## config.mk

```make
export PLATFORM = sky130hd
export DESIGN_NAME = fpm_mul_top
export DESIGN_NICKNAME = d
export VERILOG_FILES = /design/src/rtl/fpm_pkg.sv /design/src/rtl/fpm_mul_unpack.sv /design/src/rtl/fpm_mul_ctrl.sv /design/src/rtl/fpm_mul_dp.sv /design/src/rtl/fpm_mul_top.sv
export SDC_FILE = /design/constraint.sdc
export NUM_CORES = 2
export LEC_CHECK = 0
export ABC_AREA = 1
export BUFFER_PORTS_ARGS = -buffer_cell sky130_fd_sc_hd__buf_4
export CAP_MARGIN = 20
export CORE_ASPECT_RATIO = 1.4
export CORE_MARGIN = 3
export CORE_UTILIZATION = 55
export CTS_BUF_LIST = sky130_fd_sc_hd__clkbuf_8
export DETAILED_ROUTE_END_ITERATION = 12
export GPL_ROUTABILITY_DRIVEN = 1
export PLACE_DENSITY = 0.72
export SYNTH_ARGS = -nofsm -noshare
export SYNTH_HDL_FRONTEND = slang
export SYNTH_SLANG_ARGS = --single-unit
```

## constraint.sdc

```tcl
create_clock -name clk -period 12.42 [get_ports clk]
set_input_delay 2.484 -clock clk [delete_from_list [all_inputs] [get_ports clk]]
set_output_delay 2.484 -clock clk [all_outputs]
set_load 0.02 [all_outputs]
```

## src/rtl/fpm_pkg.sv

```systemverilog
package fpm_pkg;
  localparam int EXP_W    = 8;
  localparam int FRAC_W   = 23;
  localparam int WORD_W   = 1 + EXP_W + FRAC_W;
  localparam int SIG_W    = FRAC_W + 1;
  localparam int PROD_W   = 2 * SIG_W;
  localparam int ESUM_W   = EXP_W + 2;
  localparam int BIAS     = (1 << (EXP_W - 1)) - 1;
  localparam int EXP_ONES = (1 << EXP_W) - 1;
  localparam int LATENCY  = 3;

  // control-to-datapath strobes, one per pipeline stage
  typedef struct packed {
    logic load;
    logic mulEn;
    logic rndEn;
  } fpmStrobe_t;

  typedef struct packed {
    logic invalid;
    logic overflow;
    logic underflow;
    logic inexact;
  } fpmFlags_t;

  // state carried from the multiply stage to the rounding stage
  typedef struct packed {
    logic                     sign;
    logic                     invalid;
    logic                     infRes;
    logic                     zeroRes;
    logic signed [ESUM_W-1:0] expSum;
    logic [PROD_W-1:0]        prod;
  } fpmProdStage_t;

  function automatic logic [WORD_W-1:0] qnanWord();
    return {1'b0, {EXP_W{1'b1}}, 1'b1, {(FRAC_W-1){1'b0}}};
  endfunction

  function automatic logic [WORD_W-1:0] infWord(input logic sgn);
    return {sgn, {EXP_W{1'b1}}, {FRAC_W{1'b0}}};
  endfunction
endpackage

```

## src/rtl/fpm_mul_unpack.sv

```systemverilog
module fpm_mul_unpack
  import fpm_pkg::*;
(
  input  logic [WORD_W-1:0] word,
  output logic              sign,
  output logic [EXP_W-1:0]  expField,
  output logic [SIG_W-1:0]  sig,
  output logic              isZero,
  output logic              isInf,
  output logic              isNan
);
  logic [FRAC_W-1:0] fracField;
  logic              expAllOnes;

  always_comb begin
    sign       = word[WORD_W-1];
    expField   = word[WORD_W-2 -: EXP_W];
    fracField  = word[FRAC_W-1:0];
    expAllOnes = &expField;
    // zero exponent field: true zero or subnormal, both flushed to zero
    isZero     = (expField == '0);
    isInf      = expAllOnes && (fracField == '0);
    isNan      = expAllOnes && (fracField != '0);
    sig        = isZero ? '0 : {1'b1, fracField};
  end
endmodule

```

## src/rtl/fpm_mul_ctrl.sv

```systemverilog
module fpm_mul_ctrl
  import fpm_pkg::*;
(
  input  logic       clk,
  input  logic       rstN,
  input  logic       start,
  output fpmStrobe_t strobe,
  output logic       done
);
  logic [LATENCY-1:0] stageVld;

  always_ff @(posedge clk or negedge rstN) begin
    if (!rstN) stageVld <= '0;
    else       stageVld <= {stageVld[LATENCY-2:0], start};
  end

  always_comb begin
    strobe.load  = start;
    strobe.mulEn = stageVld[0];
    strobe.rndEn = stageVld[1];
    done         = stageVld[LATENCY-1];
  end
endmodule

```

## src/rtl/fpm_mul_dp.sv

```systemverilog
module fpm_mul_dp
  import fpm_pkg::*;
(
  input  logic              clk,
  input  logic              rstN,
  input  fpmStrobe_t        strobe,
  input  logic [WORD_W-1:0] opA,
  input  logic [WORD_W-1:0] opB,
  output logic [WORD_W-1:0] result,
  output fpmFlags_t         flags
);
  localparam logic signed [ESUM_W-1:0] BIAS_S    = ESUM_W'(BIAS);
  localparam logic signed [ESUM_W-1:0] EXP_SAT_S = ESUM_W'(EXP_ONES);

  // ---------------- stage 1: operand capture ----------------
  logic [WORD_W-1:0] opReg [2];

  always_ff @(posedge clk or negedge rstN) begin
    if (!rstN) begin
      opReg[0] <= '0;
      opReg[1] <= '0;
    end else if (strobe.load) begin
      opReg[0] <= opA;
      opReg[1] <= opB;
    end
  end

  // ---------------- stage 2: classify and multiply ----------------
  logic             opSign [2];
  logic [EXP_W-1:0] opExp  [2];
  logic [SIG_W-1:0] opSig  [2];
  logic             opZero [2];
  logic             opInf  [2];
  logic             opNan  [2];

  for (genvar i = 0; i < 2; i++) begin : g_unpack
    fpm_mul_unpack u_unpack (
      .word     (opReg[i]),
      .sign     (opSign[i]),
      .expField (opExp[i]),
      .sig      (opSig[i]),
      .isZero   (opZero[i]),
      .isInf    (opInf[i]),
      .isNan    (opNan[i])
    );
  end

  fpmProdStage_t prodNext, prodReg;

  always_comb begin
    prodNext.sign    = opSign[0] ^ opSign[1];
    prodNext.invalid = opNan[0] || opNan[1] ||
                       (opZero[0] && opInf[1]) || (opInf[0] && opZero[1]);
    prodNext.infRes  = (opInf[0] || opInf[1]) && !prodNext.invalid;
    prodNext.zeroRes = (opZero[0] || opZero[1]) && !prodNext.invalid;
    prodNext.expSum  = $signed({2'b00, opExp[0]}) + $signed({2'b00, opExp[1]}) - BIAS_S;
    prodNext.prod    = {{SIG_W{1'b0}}, opSig[0]} * {{SIG_W{1'b0}}, opSig[1]};
  end

  always_ff @(posedge clk or negedge rstN) begin
    if (!rstN)             prodReg <= '0;
    else if (strobe.mulEn) prodReg <= prodNext;
  end

  // ---------------- stage 3: normalize, round, pack ----------------
  logic                     topBit;
  logic [PROD_W-2:0]        normProd;
  logic [FRAC_W-1:0]        mantKeep;
  logic                     guardBit, roundBit, stickyBit, roundUp;
  logic [FRAC_W+1:0]        rounded;
  logic                     rndCarry;
  logic [FRAC_W-1:0]        finalFrac;
  logic signed [ESUM_W-1:0] expInc, expFinal;
  logic [WORD_W-1:0]        resNext;
  fpmFlags_t                flagsNext;

  always_comb begin
    topBit    = prodReg.prod[PROD_W-1];
    // left-align so the leading one sits just above normProd's MSB
    normProd  = topBit ? prodReg.prod[PROD_W-2:0] : {prodReg.prod[PROD_W-3:0], 1'b0};
    mantKeep  = normProd[PROD_W-2 -: FRAC_W];
    guardBit  = normProd[PROD_W-2-FRAC_W];
    roundBit  = normProd[PROD_W-3-FRAC_W];
    stickyBit = |normProd[PROD_W-4-FRAC_W:0];
    roundUp   = guardBit && (roundBit || stickyBit || mantKeep[0]);
    rounded   = {2'b01, mantKeep} + (FRAC_W+2)'(roundUp);
    rndCarry  = rounded[FRAC_W+1];
    finalFrac = rndCarry ? rounded[FRAC_W:1] : rounded[FRAC_W-1:0];
    expInc    = ESUM_W'(topBit) + ESUM_W'(rndCarry);
    expFinal  = prodReg.expSum + expInc;

    flagsNext = '0;
    if (prodReg.invalid) begin
      resNext           = qnanWord();
      flagsNext.invalid = 1'b1;
    end else if (prodReg.infRes) begin
      resNext = infWord(prodReg.sign);
    end else if (prodReg.zeroRes) begin
      resNext = {prodReg.sign, {(WORD_W-1){1'b0}}};
    end else if (expFinal >= EXP_SAT_S) begin
      resNext            = infWord(prodReg.sign);
      flagsNext.overflow = 1'b1;
      flagsNext.inexact  = 1'b1;
    end else if (expFinal <= $signed(ESUM_W'(0))) begin
      resNext             = {prodReg.sign, {(WORD_W-1){1'b0}}};
      flagsNext.underflow = 1'b1;
      flagsNext.inexact   = 1'b1;
    end else begin
      resNext           = {prodReg.sign, expFinal[EXP_W-1:0], finalFrac};
      flagsNext.inexact = guardBit || roundBit || stickyBit;
    end
  end

  always_ff @(posedge clk or negedge rstN) begin
    if (!rstN) begin
      result <= '0;
      flags  <= '0;
    end else if (strobe.rndEn) begin
      result <= resNext;
      flags  <= flagsNext;
    end
  end
endmodule

```

## src/rtl/fpm_mul_top.sv

```systemverilog
module fpm_mul_top
  import fpm_pkg::*;
(
  input  logic              clk,
  input  logic              rstN,
  input  logic              start,
  input  logic [WORD_W-1:0] opA,
  input  logic [WORD_W-1:0] opB,
  output logic              resValid,
  output logic [WORD_W-1:0] result,
  output logic              flagInvalid,
  output logic              flagOverflow,
  output logic              flagUnderflow,
  output logic              flagInexact
);
  fpmStrobe_t strobe;
  fpmFlags_t  flags;

  fpm_mul_ctrl u_ctrl (
    .clk    (clk),
    .rstN   (rstN),
    .start  (start),
    .strobe (strobe),
    .done   (resValid)
  );

  fpm_mul_dp u_dp (
    .clk    (clk),
    .rstN   (rstN),
    .strobe (strobe),
    .opA    (opA),
    .opB    (opB),
    .result (result),
    .flags  (flags)
  );

  assign flagInvalid   = flags.invalid;
  assign flagOverflow  = flags.overflow;
  assign flagUnderflow = flags.underflow;
  assign flagInexact   = flags.inexact;
endmodule

```

=== Word level (Yosys, flattened, before mapping) ===
Cells that the tools add are included.

* Word-level logic and storage cells: 69
* Input bits: 67
* Register bits: 165

* Reduce and logical (&&, ||, !) cells: 28
* Multipliers: 1
* Magnitude comparators: 2
* Bitwise logic cells: 1
* Muxes and demuxes: 18
* Add/subtract/negate cells: 5

{| class="wikitable"
|+ Operators with widths
! kind !! number
|-
| two-way mux 31 bit || 4
|-
| multiplier 24 x 24 -> 48 bit || 1
|-
| two-way mux 24 bit || 2
|-
| two-way mux 47 bit || 1
|-
| zero test 23 bit || 2
|-
| nonzero test 23 bit || 2
|-
| two-way mux 32 bit || 1
|-
| adder 24 x 1 -> 25 bit || 1
|-
| two-way mux 23 bit || 1
|-
| OR reduction 22 bit || 1
|-
| zero test 8 bit || 2
|-
| AND reduction 8 bit || 2
|-
| adder 10 bit || 1
|-
| >= comparator 10 x 9 -> 1 bit, second input constant || 1
|-
| <= comparator 10 x 1 -> 1 bit, second input constant || 1
|-
| subtractor 10 x 8 -> 10 bit, second input constant || 1
|-
| adder 8 x 8 -> 9 bit || 1
|-
| logical AND 1 bit || 9
|-
| logical OR 1 bit || 9
|-
| two-way mux 3 bit || 3
|-
| two-way mux 1 bit || 6
|-
| adder 1 x 1 -> 2 bit || 1
|-
| zero test 1 bit || 1
|-
| bitwise XOR 1 bit || 1
|}

=== Depth between registers and ports, before layout ===
* Depth in word-level cells: 14
* Gate-level depth with buffers: 37

=== Hierarchy ===
A second synthesis with hierarchy kept.

* Cells, all modules: 3864
* Area total of the unflattened synthesis: 29160.5 µm²

{| class="wikitable"
|+ Modules (own cells, without submodules)
! module !! sequential area each (µm²) !! area each (µm²) !! times used !! cells each
|-
| fpm_mul_dp || 4053.9 || 28222.1 || 1 || 3674
|-
| fpm_mul_unpack || 0.0 || 427.9 || 2 || 93
|-
| fpm_mul_ctrl || 75.1 || 82.6 || 1 || 4
|}

=== Worst setup path before layout ===
Ideal clock, no wire load.

* Path type: register -> register
* Start point: register u_dp.opReg[24] in the netlist's numbering
* End point: register u_dp.prodReg[26] in the netlist's numbering
* Setup slack: 5594 ps
* Data required time: 12290 ps
* Stages on the path, launching flop included: 34
* Data arrival time: 6696 ps
* Cell sequence: dfrtp_1 -> inv_1 -> nand4_1 -> nor2_1 -> buf_2 -> nor2_1 -> clkinv_1 -> clkbuf_1 -> nor2_1 -> fa_1 -> fa_1 -> inv_1 -> fa_1 -> inv_1 -> fa_1 -> inv_1 -> fa_1 -> inv_1 -> fa_1 -> inv_1 -> fa_1 -> inv_1 -> ha_1 -> nand2_1 -> nor2_1 -> inv_1 -> nor2_1 -> nor2_1 -> o21ai_1 -> nand2_1 -> nand2_1 -> or2_2 -> nand3_1 -> o21ai_0

* Cells in the longest elaborated chain, start to end: 3

{| class="wikitable"
|+ Ends and longest elaborated chain
! item !! line !! text
|-
| start, declared || fpm_mul_dp.sv:16 || <nowiki>logic [WORD_W-1:0] opReg [2];</nowiki>
|-
| zero test 8 bit || fpm_mul_unpack.sv:21 || <nowiki>isZero = (expField == '0);</nowiki>
|-
| two-way mux 24 bit || fpm_mul_unpack.sv:24 || <nowiki>sig = isZero ? '0 : {1'b1, fracField};</nowiki>
|-
| multiplier 24 x 24 -> 48 bit || fpm_mul_dp.sv:57 || <nowiki>prodNext.prod = {{SIG_W{1'b0}}, opSig[0]} * {{SIG_W{1'b0}}, opSig[1]};</nowiki>
|-
| end signal, assigned || fpm_mul_dp.sv:62 || <nowiki>else if (strobe.mulEn) prodReg <= prodNext;</nowiki>
|-
| end, declared || fpm_mul_dp.sv:48 || <nowiki>fpmProdStage_t prodNext, prodReg;</nowiki>
|}

Every way passes these cells.
A chain may end at the register's enable or synchronous reset.

=== Worst setup path in the final report ===
* Start point: register u_dp.opReg[60] in the netlist's numbering
* End point: register u_dp.prodReg[41] in the netlist's numbering

The elaborated chain is that of the path after synthesis.

==> reports/metrics.yaml <==
fin_skew_ns: 0.0557
cp-end-kind: "flip-flop"
layout.nets: 4383
critical-path-slowest-cell: "inv_1"
grtUsageTotal: 0.358
post_synth_net_total: 4326
clk_latency_ns: 0.58
run_status: "finished clean"
yosysSeqAreaShare: 0.149
yosysWarningCount: 0
worst-slew-pin-transition_ns: 1.14
yosys_register_bits: 165
place.detailed.hpwl_um: 77100
layout_min_cycle_time_ns: 8.91
syn2layout_area_growth_pct: 6.48
cts_max_level: 4
synth_cell_types: 49
layout.cells.most_common: "inv_1"
arrival_ns: 9.30
timing_max_transition_violations_final: 0
cts_root_buffer: "clkbuf_8"
final_layout_size_suffix_gt1_frac: 0.0618
cts.path.max_buffers: 2
placed_cells: 4262
total_vias_in_the_final_route: 24302
syn-mean-instance-area_um2: 7.75
required_worst_endpoint_ns: 12.81
grt_overflow: 0
critical_path.startpoint_type: "flip-flop"
first_global_vias: 24937
most_common_flop_cell_mapped_by_yosys: "dfrtp_1"
worst_setup_hold_path_clk_slew_ns: 0.10
chipHeight_um: 272
grt_first_pass_wirelength_um: 143000
die_area_um2: 53300
io_buffers: 103
slew_headroom: 0.234
crit_path_frequent_cell: "inv_1"
avgViaCountPerCell: 5.66
cts_hold_buffers_added: 0
io_pins: 104
grt_max_degree: 81
max_cap_violations: 0
critical_path_peak_fanout: 30
synthArstFlopShare: 1.00
timing.setup.critical_path_class: "flip-flop to flip-flop"
detailedRoute.firstIterationViolations: 2118
finalWirelength_um: 93800
synth-edff-count: 0
timing.final.setup_violations: 0
tritoncts.num_buffers: 17
core_area_um2: 49500
syn_area_um2: 27800
number_of_cells_in_the_finished_layout_apart_from_fillers: 4295
antenna_violating_nets_left: 0
initial_antenna_violation_count: 2
place.gp.congestion: 1.09
cts_tree: "done"
floorplan.rows: 96
starting_density_of_the_core: 0.562
drt_pre_antenna_iters: 6
final.period_utilization: 0.718
cts_sink_count: 165
final_report_hold_violation_count: 0
worst_hold_path_type: "flip-flop to flip-flop"
remaining_drc_errors: 0
post-cts-setup-buffer-count: 0
postCtsResizedCells: 0
layout.cells.most_common_list: "inv_1 (805), nand2_1 (744), nor2_1 (489)"
max_clock_freq_mhz: 112
max_stage_delay_ns: 0.59
syn-instance-count: 3587
die_w_um: 196
grt_setup_unrepaired: "no"
post_drt_wl_per_cell_um: 21.8
fin_setup_tns_ns: 0
-- through the flow --
stage | area (um^2) | worst slack, ns | utilization | hold slack, ns
after floorplan | 27800 | 5.59 | - | 0.352
after global placement | 29200 | 3.85 | 0.590 | 0.464
after detailed placement | 29200 | 3.82 | 0.590 | 0.467
after CTS | 29600 | 3.75 | 0.598 | 0.491
after global routing | 29600 | 3.31 | 0.598 | 0.504
final | 29600 | 3.51 | 0.598 | 0.485
-- metal layers --
layer,up-vias,part of all wire,track usage
li1,10812,-,-
met1,11615,0.34,0.400
met2,1406,0.47,0.587
met3,469,0.093,0.0855
met4,0,0.10,0.283
met5,-,0,0
-- Yosys cell counts, types with 9 or more instances --
master / number / area, um^2
inv_1: 803 / 3010
nand2_1: 744 / 2790
nor2_1: 495 / 1860
fa_1: 484 / 9690
ha_1: 188 / 2350
o21ai_0: 174 / 871
dfrtp_1: 165 / 4130
nand3_1: 102 / 510
clkbuf_1: 78 / 293
a21oi_1: 71 / 355
nand4_1: 50 / 313
nor3_1: 23 / 115
o21ai_1: 22 / 110
xor2_1: 20 / 175
xnor2_1: 18 / 158
nor4_1: 16 / 100
clkinv_1: 15 / 56.3
buf_2: 13 / 65.1
nor2_2: 11 / 68.8
o21bai_1: 9 / 67.6
-- cell families after synthesis --
kind of cell	Yosys count	share of synthesized area
buffers and inverters	926	0.128
flip-flops	165	0.149
XOR/XNOR	38	0.0120
AND/OR/NAND/NOR	1471	0.216
multiplexers	3	0.00117
adder cells (fa/ha/maj)	672	0.433
AO/OA/AOI/OAI	312	0.0602
-- sequential cells by signal, summed over array words and instances (netlist names) --
signal           count
u_ctrl.stageVld      3
u_dp.flags           4
u_dp.opReg          64
u_dp.prodReg        62
u_dp.result         32
-- cell type report --
type | count | area (um^2)
Multi-Input combinational cell | 2496 | 20100
Timing Repair Buffer | 143 | 1080
Sequential cell | 165 | 4130
Tap cell | 637 | 797
Inverter | 821 | 3080
Clock buffer | 17 | 234
Clock inverter | 15 | 154
Antenna cell | 1 | 2.50
Fill cell | 4666 | 19900
-- path summary, 6_finish.rpt --
kind,endpoint,slack [ns],startpoint,depth (start not counted)
worst max-delay path,u_dp.prodReg[41],3.51,u_dp.opReg[60],33
worst min-delay path,u_dp.result[16],0.49,u_dp.result[16],2
worst max register to register,u_dp.prodReg[41],3.51,u_dp.opReg[60],33
worst min register to register,u_dp.result[16],0.49,u_dp.result[16],2
max in group asynchronous,u_ctrl.stageVld[0],8.54,rstN,3
min in group asynchronous,u_dp.result[13],1.83,rstN,1
-- worst max-delay path, delay by kind of cell (launching register included) --
kind / cells / cell delay [ns]
adders and majority gates: 8 / 3.98
AOI/OAI and AO/OA: 1 / 0.09
DFF: 1 / 0.42
and+or+nand+nor: 13 / 1.94
buffers and inverters: 11 / 2.23
Power is not shown: default switching activity piles up to over one toggle a cycle in this logic, so the estimate is an artifact.
